==> config.mk <==
export PLATFORM = sky130hd
export DESIGN_NAME = adaptive_port_selector
export DESIGN_NICKNAME = d
export VERILOG_FILES = /design/src/rtl/aps_pkg.sv /design/src/rtl/aps_occ_counter.sv /design/src/rtl/aps_cand_picker.sv /design/src/rtl/adaptive_port_selector.sv
export SDC_FILE = /design/constraint.sdc
export NUM_CORES = 1
export LEC_CHECK = 0
export BUFFER_PORTS_ARGS = -buffer_cell sky130_fd_sc_hd__buf_2
export CAP_MARGIN = 20
export CORE_MARGIN = 1.5
export CORE_UTILIZATION = 56
export CTS_BUF_LIST = sky130_fd_sc_hd__clkbuf_4 sky130_fd_sc_hd__clkbuf_8
export DETAILED_ROUTE_END_ITERATION = 8
export PLACE_DENSITY = 0.85
export SETUP_SLACK_MARGIN = 0.4
export SYNTH_ARGS = -nofsm -noshare
export SYNTH_HDL_FRONTEND = slang
export SYNTH_SLANG_ARGS = --single-unit
==> constraint.sdc <==
create_clock -name clk -period 10.6 [get_ports clk]
set_input_delay 1.06 -clock clk [delete_from_list [all_inputs] [get_ports clk]]
set_output_delay 1.06 -clock clk [all_outputs]
set_load 0.01 [all_outputs]
==> src/rtl/aps_pkg.sv <==
package aps_pkg;
  // Virtual channel by direction of travel in coordinate space
  typedef enum logic {
    VC_ASCEND  = 1'b0,
    VC_DESCEND = 1'b1
  } vc_e;
endpackage

==> src/rtl/aps_occ_counter.sv <==
module aps_occ_counter #(
  parameter int CNT_W = 4
) (
  input  logic             clk,
  input  logic             rst,
  input  logic             clr,
  input  logic             inc,
  input  logic             dec,
  output logic [CNT_W-1:0] count
);
  localparam logic [CNT_W-1:0] CNT_MAX = '1;

  always_ff @(posedge clk) begin
    if (rst || clr) begin
      count <= '0;
    end else if (inc && !dec && count != CNT_MAX) begin
      count <= count + 1'b1;
    end else if (dec && !inc && count != '0) begin
      count <= count - 1'b1;
    end
  end

  // single increment steps by one below the ceiling
  p_step_up_r4: assert property (@(posedge clk) disable iff (rst)
    (inc && !dec && !clr && count != CNT_MAX) |=> count == $past(count) + 1'b1);
  // ceiling holds
  p_no_overflow_r4: assert property (@(posedge clk) disable iff (rst)
    (inc && !dec && !clr && count == CNT_MAX) |=> count == CNT_MAX);
  // floor holds
  p_no_underflow_r5: assert property (@(posedge clk) disable iff (rst)
    (dec && !inc && !clr && count == '0) |=> count == '0);
  // simultaneous inc/dec cancel
  p_cancel_r6: assert property (@(posedge clk) disable iff (rst)
    (inc && dec && !clr) |=> $stable(count));
  // clear empties the counter
  p_clear_r9: assert property (@(posedge clk) disable iff (rst)
    clr |=> count == '0);
endmodule

==> src/rtl/aps_cand_picker.sv <==
module aps_cand_picker #(
  parameter int NUM_PORTS = 8,
  parameter int NUM_CAND  = 3,
  parameter int CNT_W     = 4,
  parameter int PORT_W    = 3
) (
  input  logic [NUM_PORTS*CNT_W-1:0] counts,
  input  logic [NUM_CAND*PORT_W-1:0] cands,
  input  logic [CNT_W-1:0]           thresh,
  output logic [PORT_W-1:0]          pick_port
);
  localparam int RANK_W = (NUM_CAND > 1) ? $clog2(NUM_CAND) : 1;

  logic [CNT_W-1:0]  cnt_arr  [NUM_PORTS];
  logic [PORT_W-1:0] cand_arr [NUM_CAND];
  logic [NUM_CAND-1:0] busy;
  logic [RANK_W-1:0] pick_idx;
  logic              found;

  for (genvar p = 0; p < NUM_PORTS; p++) begin : g_unpack_cnt
    assign cnt_arr[p] = counts[p*CNT_W +: CNT_W];
  end

  for (genvar k = 0; k < NUM_CAND; k++) begin : g_cand
    assign cand_arr[k] = cands[k*PORT_W +: PORT_W];
    assign busy[k]     = cnt_arr[cand_arr[k]] >= thresh;
  end

  // Highest-ranked idle candidate, rank 0 when all are busy
  always_comb begin
    pick_idx = '0;
    found    = 1'b0;
    for (int i = 0; i < NUM_CAND; i++) begin
      if (!found && !busy[i]) begin
        found    = 1'b1;
        pick_idx = i[RANK_W-1:0];
      end
    end
  end

  assign pick_port = cand_arr[pick_idx];
endmodule

==> src/rtl/adaptive_port_selector.sv <==
module adaptive_port_selector #(
  parameter int NUM_PORTS   = 8,
  parameter int QUEUE_DEPTH = 16,
  parameter int NUM_CAND    = 3,
  parameter int COORD_W     = 7,
  localparam int CNT_W      = $clog2(QUEUE_DEPTH),
  localparam int PORT_W     = $clog2(NUM_PORTS)
) (
  input  logic                       clk,
  input  logic                       rst,
  input  logic                       reconfig_clr,
  input  logic [CNT_W-1:0]           busy_thresh,
  input  logic                       req_valid,
  output logic                       req_ready,
  input  logic [NUM_CAND*PORT_W-1:0] req_cands,
  input  logic [COORD_W-1:0]         req_src,
  input  logic [COORD_W-1:0]         req_dst,
  input  logic [NUM_PORTS-1:0]       port_deq,
  output logic                       out_valid,
  input  logic                       out_ready,
  output logic [PORT_W-1:0]          out_port,
  output logic                       out_vc
);
  import aps_pkg::*;

  logic                       accept;
  logic [PORT_W-1:0]          pick_port;
  logic [NUM_PORTS*CNT_W-1:0] counts;
  vc_e                        vc_next;

  assign req_ready = !out_valid || out_ready;
  assign accept    = req_valid && req_ready;
  assign vc_next   = (req_dst < req_src) ? VC_DESCEND : VC_ASCEND;

  for (genvar p = 0; p < NUM_PORTS; p++) begin : g_port
    logic inc_p;
    assign inc_p = accept && (pick_port == PORT_W'(p));
    aps_occ_counter #(.CNT_W(CNT_W)) i_cnt (
      .clk   (clk),
      .rst   (rst),
      .clr   (reconfig_clr),
      .inc   (inc_p),
      .dec   (port_deq[p]),
      .count (counts[p*CNT_W +: CNT_W])
    );
  end

  aps_cand_picker #(
    .NUM_PORTS (NUM_PORTS),
    .NUM_CAND  (NUM_CAND),
    .CNT_W     (CNT_W),
    .PORT_W    (PORT_W)
  ) i_pick (
    .counts    (counts),
    .cands     (req_cands),
    .thresh    (busy_thresh),
    .pick_port (pick_port)
  );

  always_ff @(posedge clk) begin
    if (rst) begin
      out_valid <= 1'b0;
      out_port  <= '0;
      out_vc    <= 1'b0;
    end else if (accept) begin
      out_valid <= 1'b1;
      out_port  <= pick_port;
      out_vc    <= vc_next;
    end else if (out_ready) begin
      out_valid <= 1'b0;
    end
  end

  // accepted request is issued next cycle
  p_issue_r2: assert property (@(posedge clk) disable iff (rst)
    accept |=> out_valid);
  // stalled decision stays put
  p_hold_r2: assert property (@(posedge clk) disable iff (rst)
    (out_valid && !out_ready) |=> (out_valid && $stable(out_port) && $stable(out_vc)));
  // upward travel uses channel 0
  p_vc_up_r3: assert property (@(posedge clk) disable iff (rst)
    (accept && req_dst > req_src) |=> out_vc == 1'b0);
  // downward travel uses channel 1
  p_vc_down_r3: assert property (@(posedge clk) disable iff (rst)
    (accept && req_dst < req_src) |=> out_vc == 1'b1);
  // zero threshold makes all busy, rank 0 wins
  p_rank0_r8: assert property (@(posedge clk) disable iff (rst)
    (accept && busy_thresh == '0) |=> out_port == $past(req_cands[PORT_W-1:0]));
endmodule

; Word-level counts from Yosys, hierarchy flattened
; Cells that the tools add are included.
[totals]
output_inout_bits = 6
inputBits = 40
ff_bits = 37
word_cells = 172
[classes]
reduce_logical = 83
n_bitwise = 4
n_lt_le_gt_ge = 8
add_sub_neg = 16
mux = 35
eq_ne = 15
[op_table]
columns = cell, count
row1 = 4-bit two-way mux, 22
row2 = 1-bit logical AND, 43
row3 = 4-bit binary-select mux with 3-bit select, 3
row4 = "4-bit by 1-bit adder with 4-bit output, second input constant", 8
row5 = "4-bit != test, second input constant", 8
row6 = 4-bit nonzero test, 8
row7 = "4-bit by 1-bit subtractor with 4-bit output, second input constant", 8
row8 = 1-bit zero test, 20
row9 = 2-bit nonzero test, 9
row10 = "3-bit == test, second input constant", 4
row11 = 4-bit greater-or-equal comparator, 3
row12 = "4-bit greater-or-equal comparator, second input constant", 3
row13 = 3-bit NOT with 4-bit output, 3
row14 = 7-bit less-than comparator, 1
row15 = 3-bit binary-select mux with 2-bit select, 1
row16 = "3-bit by 2-bit == test with 1-bit output, second input constant", 2
row17 = 1-bit two-way mux, 6
row18 = 3-bit two-way mux, 2
row19 = "3-bit by 1-bit == test with 1-bit output, second input constant", 1
row20 = "3-bit greater-or-equal comparator, second input constant", 1
row21 = 3-bit zero test, 1
row22 = 2-bit NOT with 3-bit output, 1
row23 = 1-bit logical OR, 2
row24 = 2-bit two-way mux, 1

; Longest topological paths before layout
[logic_depth]
word_depth = 22
mapped_depth = 19
depth_no_buf = 17

; Hierarchy
; From an unflattened synthesis, not the netlist that was laid out.
[hier_totals]
hier_cells = 378
area_unflattened_um2 = 4030.1
[by_module_without_submodules]
columns = module, cells_each, area_per_inst_um2, seq_area_each_um2, instances
row1 = aps_occ_counter, 29, 309.0, 80.1, 8
row2 = aps_cand_picker, 93, 1162.4, 0.0, 1
row3 = adaptive_port_selector, 53, 395.4, 100.1, 1

; Worst setup path after synthesis
; Ideal clock, no wire load.
[synth_path]
kind = input to register
startpoint = in req_cands[3]
endpoint = reg g_port[3].i_cnt.count[3]
setup_ps = 72
required_ps = 10528
t_arrival_ps = 5447
stages = 17
slack_ps = 5082
cell_sequence = clkbuf_1 mux4_2 mux2i_1 ha_1 nand2b_1 a2111o_1 a221o_1 o32a_1 o21a_4 nor4_1 nand2_1 ha_1 a21o_1 a21oi_1 nor2b_1 a22oi_1 mux2i_1
[synth_between]
elab_chain_cells = 21
[synth_lines]
columns = item, line_no
row1 = from (decl), adaptive_port_selector.sv:15  ; input logic [NUM_CAND*PORT_W-1:0] req_cands,
row2 = 3-bit NOT with 4-bit output (not written as such), aps_cand_picker.sv:26  ; assign busy[k] = cnt_arr[cand_arr[k]] >= thresh;
row3 = 4-bit binary-select mux with 3-bit select, aps_cand_picker.sv:26
row4 = 4-bit two-way mux (not written as such) (2 in a row), aps_cand_picker.sv:26
row5 = 4-bit greater-or-equal comparator, aps_cand_picker.sv:26
row6 = 1-bit zero test, aps_cand_picker.sv:34  ; if (!found && !busy[i]) begin
row7 = 1-bit logical AND, aps_cand_picker.sv:34
row8 = 1-bit two-way mux, aps_cand_picker.sv:34
row9 = 1-bit zero test, aps_cand_picker.sv:34
row10 = (+2 left out), --
row11 = 2-bit NOT with 3-bit output (not written as such), aps_cand_picker.sv:41  ; assign pick_port = cand_arr[pick_idx];
row12 = 3-bit binary-select mux with 2-bit select *, aps_cand_picker.sv:41
row13 = 3-bit two-way mux (not written as such) * (2 in a row), aps_cand_picker.sv:41
row14 = 3-bit by 2-bit == test with 1-bit output *, adaptive_port_selector.sv:37  ; assign inc_p = accept && (pick_port == PORT_W'(p));
row15 = 1-bit logical AND *, adaptive_port_selector.sv:37
row16 = 1-bit zero test, aps_occ_counter.sv:18  ; end else if (dec && !inc && count != '0) begin
row17 = 1-bit logical AND (2 in a row), aps_occ_counter.sv:18
row18 = 2-bit nonzero test (no source line), --
row19 = to (signal assigned), aps_occ_counter.sv:17  ; count <= count + 1'b1;
row20 = to (signal assigned), aps_occ_counter.sv:19  ; count <= count - 1'b1;
row21 = to (decl), aps_occ_counter.sv:9  ; output logic [CNT_W-1:0] count
; Mark *: on every way between the ends. The rest lies on a longest branch, timed or not. The select of a mux whose other input is x is not followed.
; A chain may end at the register's enable or synchronous reset.

; Worst setup path after layout
[layout_path]
startpoint = in req_cands[3]
endpoint = reg g_port[7].i_cnt.count[3]
[layout_between]
elab_chain_cells = 21
[layout_lines]
columns = item, line_no
row1 = 3-bit NOT with 4-bit output (not written as such), aps_cand_picker.sv:26
row2 = 4-bit binary-select mux with 3-bit select, aps_cand_picker.sv:26
row3 = 4-bit two-way mux (not written as such) (2 in a row), aps_cand_picker.sv:26
row4 = 4-bit greater-or-equal comparator, aps_cand_picker.sv:26
row5 = 1-bit zero test, aps_cand_picker.sv:34
row6 = 1-bit logical AND, aps_cand_picker.sv:34
row7 = 1-bit two-way mux, aps_cand_picker.sv:34
row8 = 1-bit zero test, aps_cand_picker.sv:34
row9 = (+2 left out), --
row10 = 2-bit NOT with 3-bit output (not written as such), aps_cand_picker.sv:41
row11 = 3-bit binary-select mux with 2-bit select *, aps_cand_picker.sv:41
row12 = 3-bit two-way mux (not written as such) * (2 in a row), aps_cand_picker.sv:41
row13 = 3-bit == test *, adaptive_port_selector.sv:37
row14 = 1-bit logical AND *, adaptive_port_selector.sv:37
row15 = 1-bit zero test, aps_occ_counter.sv:18
row16 = 1-bit logical AND (2 in a row), aps_occ_counter.sv:18
row17 = 2-bit nonzero test (no source line), --
row18 = to (signal assigned), aps_occ_counter.sv:17
row19 = to (signal assigned), aps_occ_counter.sv:19
row20 = to (decl), aps_occ_counter.sv:9
; Marks and branches as above.

==> flow_summary.json <==
{
  "slew_headroom_pct": 51.6,
  "finalHoldViolCount": 0,
  "ys_warn_count": 0,
  "synth_area_leaders": "dfxtp_1 (20%), mux4_2 (14%), ha_1 (11%)",
  "setup-tns-final_ns": 0,
  "max_stage_delay_ns": 0.62,
  "syn_area_per_cell_um2": 9.80,
  "die_w_um": 85.2,
  "grt_pass1_vias": 3304,
  "route.vias.total": 3308,
  "ir_worst_vdd_mv": 0.0550,
  "antenna_found_initial": 0,
  "cap_viol_max_count": 0,
  "power_leakage_nw": 1.76,
  "fmax_mhz": 180,
  "cts_setup_buffers": 0,
  "layout_common_cells": "nand2_1 (51), buf_2 (45), dfxtp_1 (37), ha_1 (34), mux2i_1 (33)",
  "ys.flop_type": "dfxtp_1",
  "cts_tree": "yes",
  "path_clk_slew_ns": 0.07,
  "gr-total-overflow": 0,
  "critical_path.max_fanout": 13,
  "synth_edf_count": 0,
  "yosys.area.top_type": "dfxtp_1",
  "final_common_cell": "nand2_1",
  "dpl.hpwl_mm": 7.05,
  "firstDrtPassIters": 6,
  "clk_path_buf_depth": 2,
  "diodes": 0,
  "synth_xor_area_share_pct": 1.85,
  "final_max_slew_viol_count": 0,
  "dieHeight_um": 85.2,
  "vias_per_cell": 6.60,
  "drc_errors": 3,
  "synth-seq-cells": 37,
  "coreArea_um2": 6420,
  "synth-compound-area-share_pct": 18.6,
  "finalHoldWorstSlack_ns": 0.463,
  "grt.total_usage_pct": 26.9,
  "area_delta_synth_final_pct": 9.30,
  "crit_family": "compound AO/OA/AOI/OAI gates",
  "io_buffers": 45,
  "worstPathArrival_ns": 5.76,
  "critPathLaunchType": "input port",
  "syn-num-nets": 468,
  "start_util_pct": 58.9,
  "drt-wirelength-per-cell_um": 18.3,
  "finalClockSkew_ns": 0.00452,
  "cts_max_level": 2,
  "grt_max_degree": 25,
  "path_buf_inv": 3,
  "setup_viol": 0,
  "syn_inst": 386,
  "cts_resized": 0,
  "nets": 506,
  "row_count": 29,
  "drt-initial-drc-count": 315,
  "crit_start": "req_cands[3]",
  "p_per_area_nw_per_um2": 85.8,
  "drive_above_1_share_pct": 23.3,
  "status": "finished with violations",
  "synth-seq-area-share_pct": 19.6,
  "synthMuxAreaShare_pct": 24.8,
  "crit_slowest_cell": "nor4_1",
  "async_flop_share_pct": 0,
  "cts_hold_buffers": 0,
  "cts_root_buffer": "clkbuf_8",
  "rsz0062_at_grt": "false",
  "synth_top_family_by_area": "multiplexers",
  "cp-end-kind": "flop",
  "place_congestion": 0.915,
  "worst-slew-pin-transition_ns": 0.720,
  "cts.sinks": 37,
  "die_area_um2": 7250,
  "clk_latency_ns": 0.29,
  "synth_cell_type_count": 48,
  "hp-class": "flop to flop",
  "fin_crit_sh_pct": 52.3,
  "synthDominantCellAreaShare_pct": 19.6,
  "grt_pass1_wl_mm": 15.8,
  "period_minus_slack_ns": 5.55,
  "synthSimpleGateAreaFrac_pct": 15.5,
  "wl_mm": 9.16,
  "num_io_pins": 46,
  "path_common_cell": "mux2i_1",
  "path_cells": "buf_2 -> mux4_2 -> mux2i_1 -> ha_1 -> nand2b_1 -> a2111o_1 -> o211ai_1 -> o32a_1 -> o211ai_1 -> buf_4 -> nor4_1 -> inv_1 -> ha_1 -> a21o_1 -> a21oi_1 -> mux2i_1 -> mux2i_1",
  "synth_adder_area_share_pct": 15.5,
  "cts_buffers": 5,
  "postRouteAntennaNets": 0,
  "failed_checks": "design-rule violations",
  "crit-reg2reg-launch": "g_port[7].i_cnt.count[0]",
  "fill_cells": 504,
  "critPathKind": "input port to flop",
  "synth_area_um2": 3780,
  "worst_ep_required_time_ns": 10.82,
  "min_from": "out_port[1]"
}
report_power, final:
group          switching (W)  internal, W
Sequential        0.00000843     0.000144
Clock              0.0000500    0.0000542
Combinational      0.0000544    0.0000440
Total               0.000113     0.000242
kinds of logic after synthesis:
logic type                 Yosys count
AOI/OAI and AO/OA                   90
and+or+nand+nor                    108
muxes                               63
DFF                                 37
adders and majority gates           42
buffers and inverters               38
xor gates and xnor gates             8
registers in the layout, summed over array words and instances (netlist names):
signal,count
g_port.i_cnt.count,32
out_port,3
out_vc,1
out_valid,1
routing by layer:
metal	track usage (%)	wire length, um	up-vias
li1	-	-	1564
met4	7.45	153	0
met5	0	0	-
met1	35.6	4020	1610
met3	3.40	504	15
met2	46.5	4480	119
cell type report:
| cell class | count | area (um^2) | area share (%) |
|---|---|---|---|
| inverters | 22 | 82.6 | 2.00 |
| flip-flops and latches | 37 | 741 | 17.9 |
| clock buffers | 7 | 90.1 | 2.18 |
| repair buffers | 47 | 240 | 5.81 |
| multi-input cells | 311 | 2880 | 69.8 |
| well taps | 77 | 96.3 | 2.33 |
cells in the mapped netlist, types with 4 or more instances:
master,n
fa_1,8
or3_1,14
mux4_2,24
ha_1,34
dfxtp_1,37
nand2_1,51
inv_1,22
a21oi_1,21
nor4_4,4
a41oi_1,5
xor2_1,8
nand3_1,4
mux2i_1,33
o21ai_0,12
o41a_1,7
clkbuf_1,12
nor2_1,4
a41o_1,4
a21o_1,8
o31a_1,4
nor3_1,17
nand2b_1,6
o31ai_1,4
mux2_2,6
o211ai_1,5
metrics by stage:
stage          utilization [%]  worst slack [ns]  instances  instance area [um^2]  total power (W)
6_report                  64.3              5.05        501                  4130         0.000355
5_1_grt                   64.3              4.79        501                  4130         0.000372
4_1_cts                   64.3              5.10        501                  4130         0.000355
3_5_place_dp              62.9              4.83        494                  4040         0.000252
3_3_place_gp              62.9              4.85        494                  4040         0.000248
2_1_floorplan                -              5.08        386                  3780         0.000226
worst reg2reg max path: stages, from the launching register on:
cell and delay (ns):
dfxtp_1 0.42, mux4_2 0.52, mux2i_1 0.22, ha_1 0.26, nand2b_1 0.14, a2111o_1 0.47, o211ai_1 0.17, o32a_1 0.25
o211ai_1 0.11, buf_4 0.21, nor4_1 0.62, inv_1 0.26, ha_1 0.34, a21o_1 0.18, a21oi_1 0.18, mux2i_1 0.24
mux2i_1 0.19
worst paths after layout:
check / end / slack [ns] / depth (start not counted)
hold reg to reg: out_port[1] / 0.46 / 2
setup / recovery: g_port[7].i_cnt.count[3] / 5.05 / 17
hold / removal: out_port[1] / 0.46 / 2
setup reg to reg: g_port[7].i_cnt.count[3] / 5.74 / 16
Power figures use the tool's default switching activity.
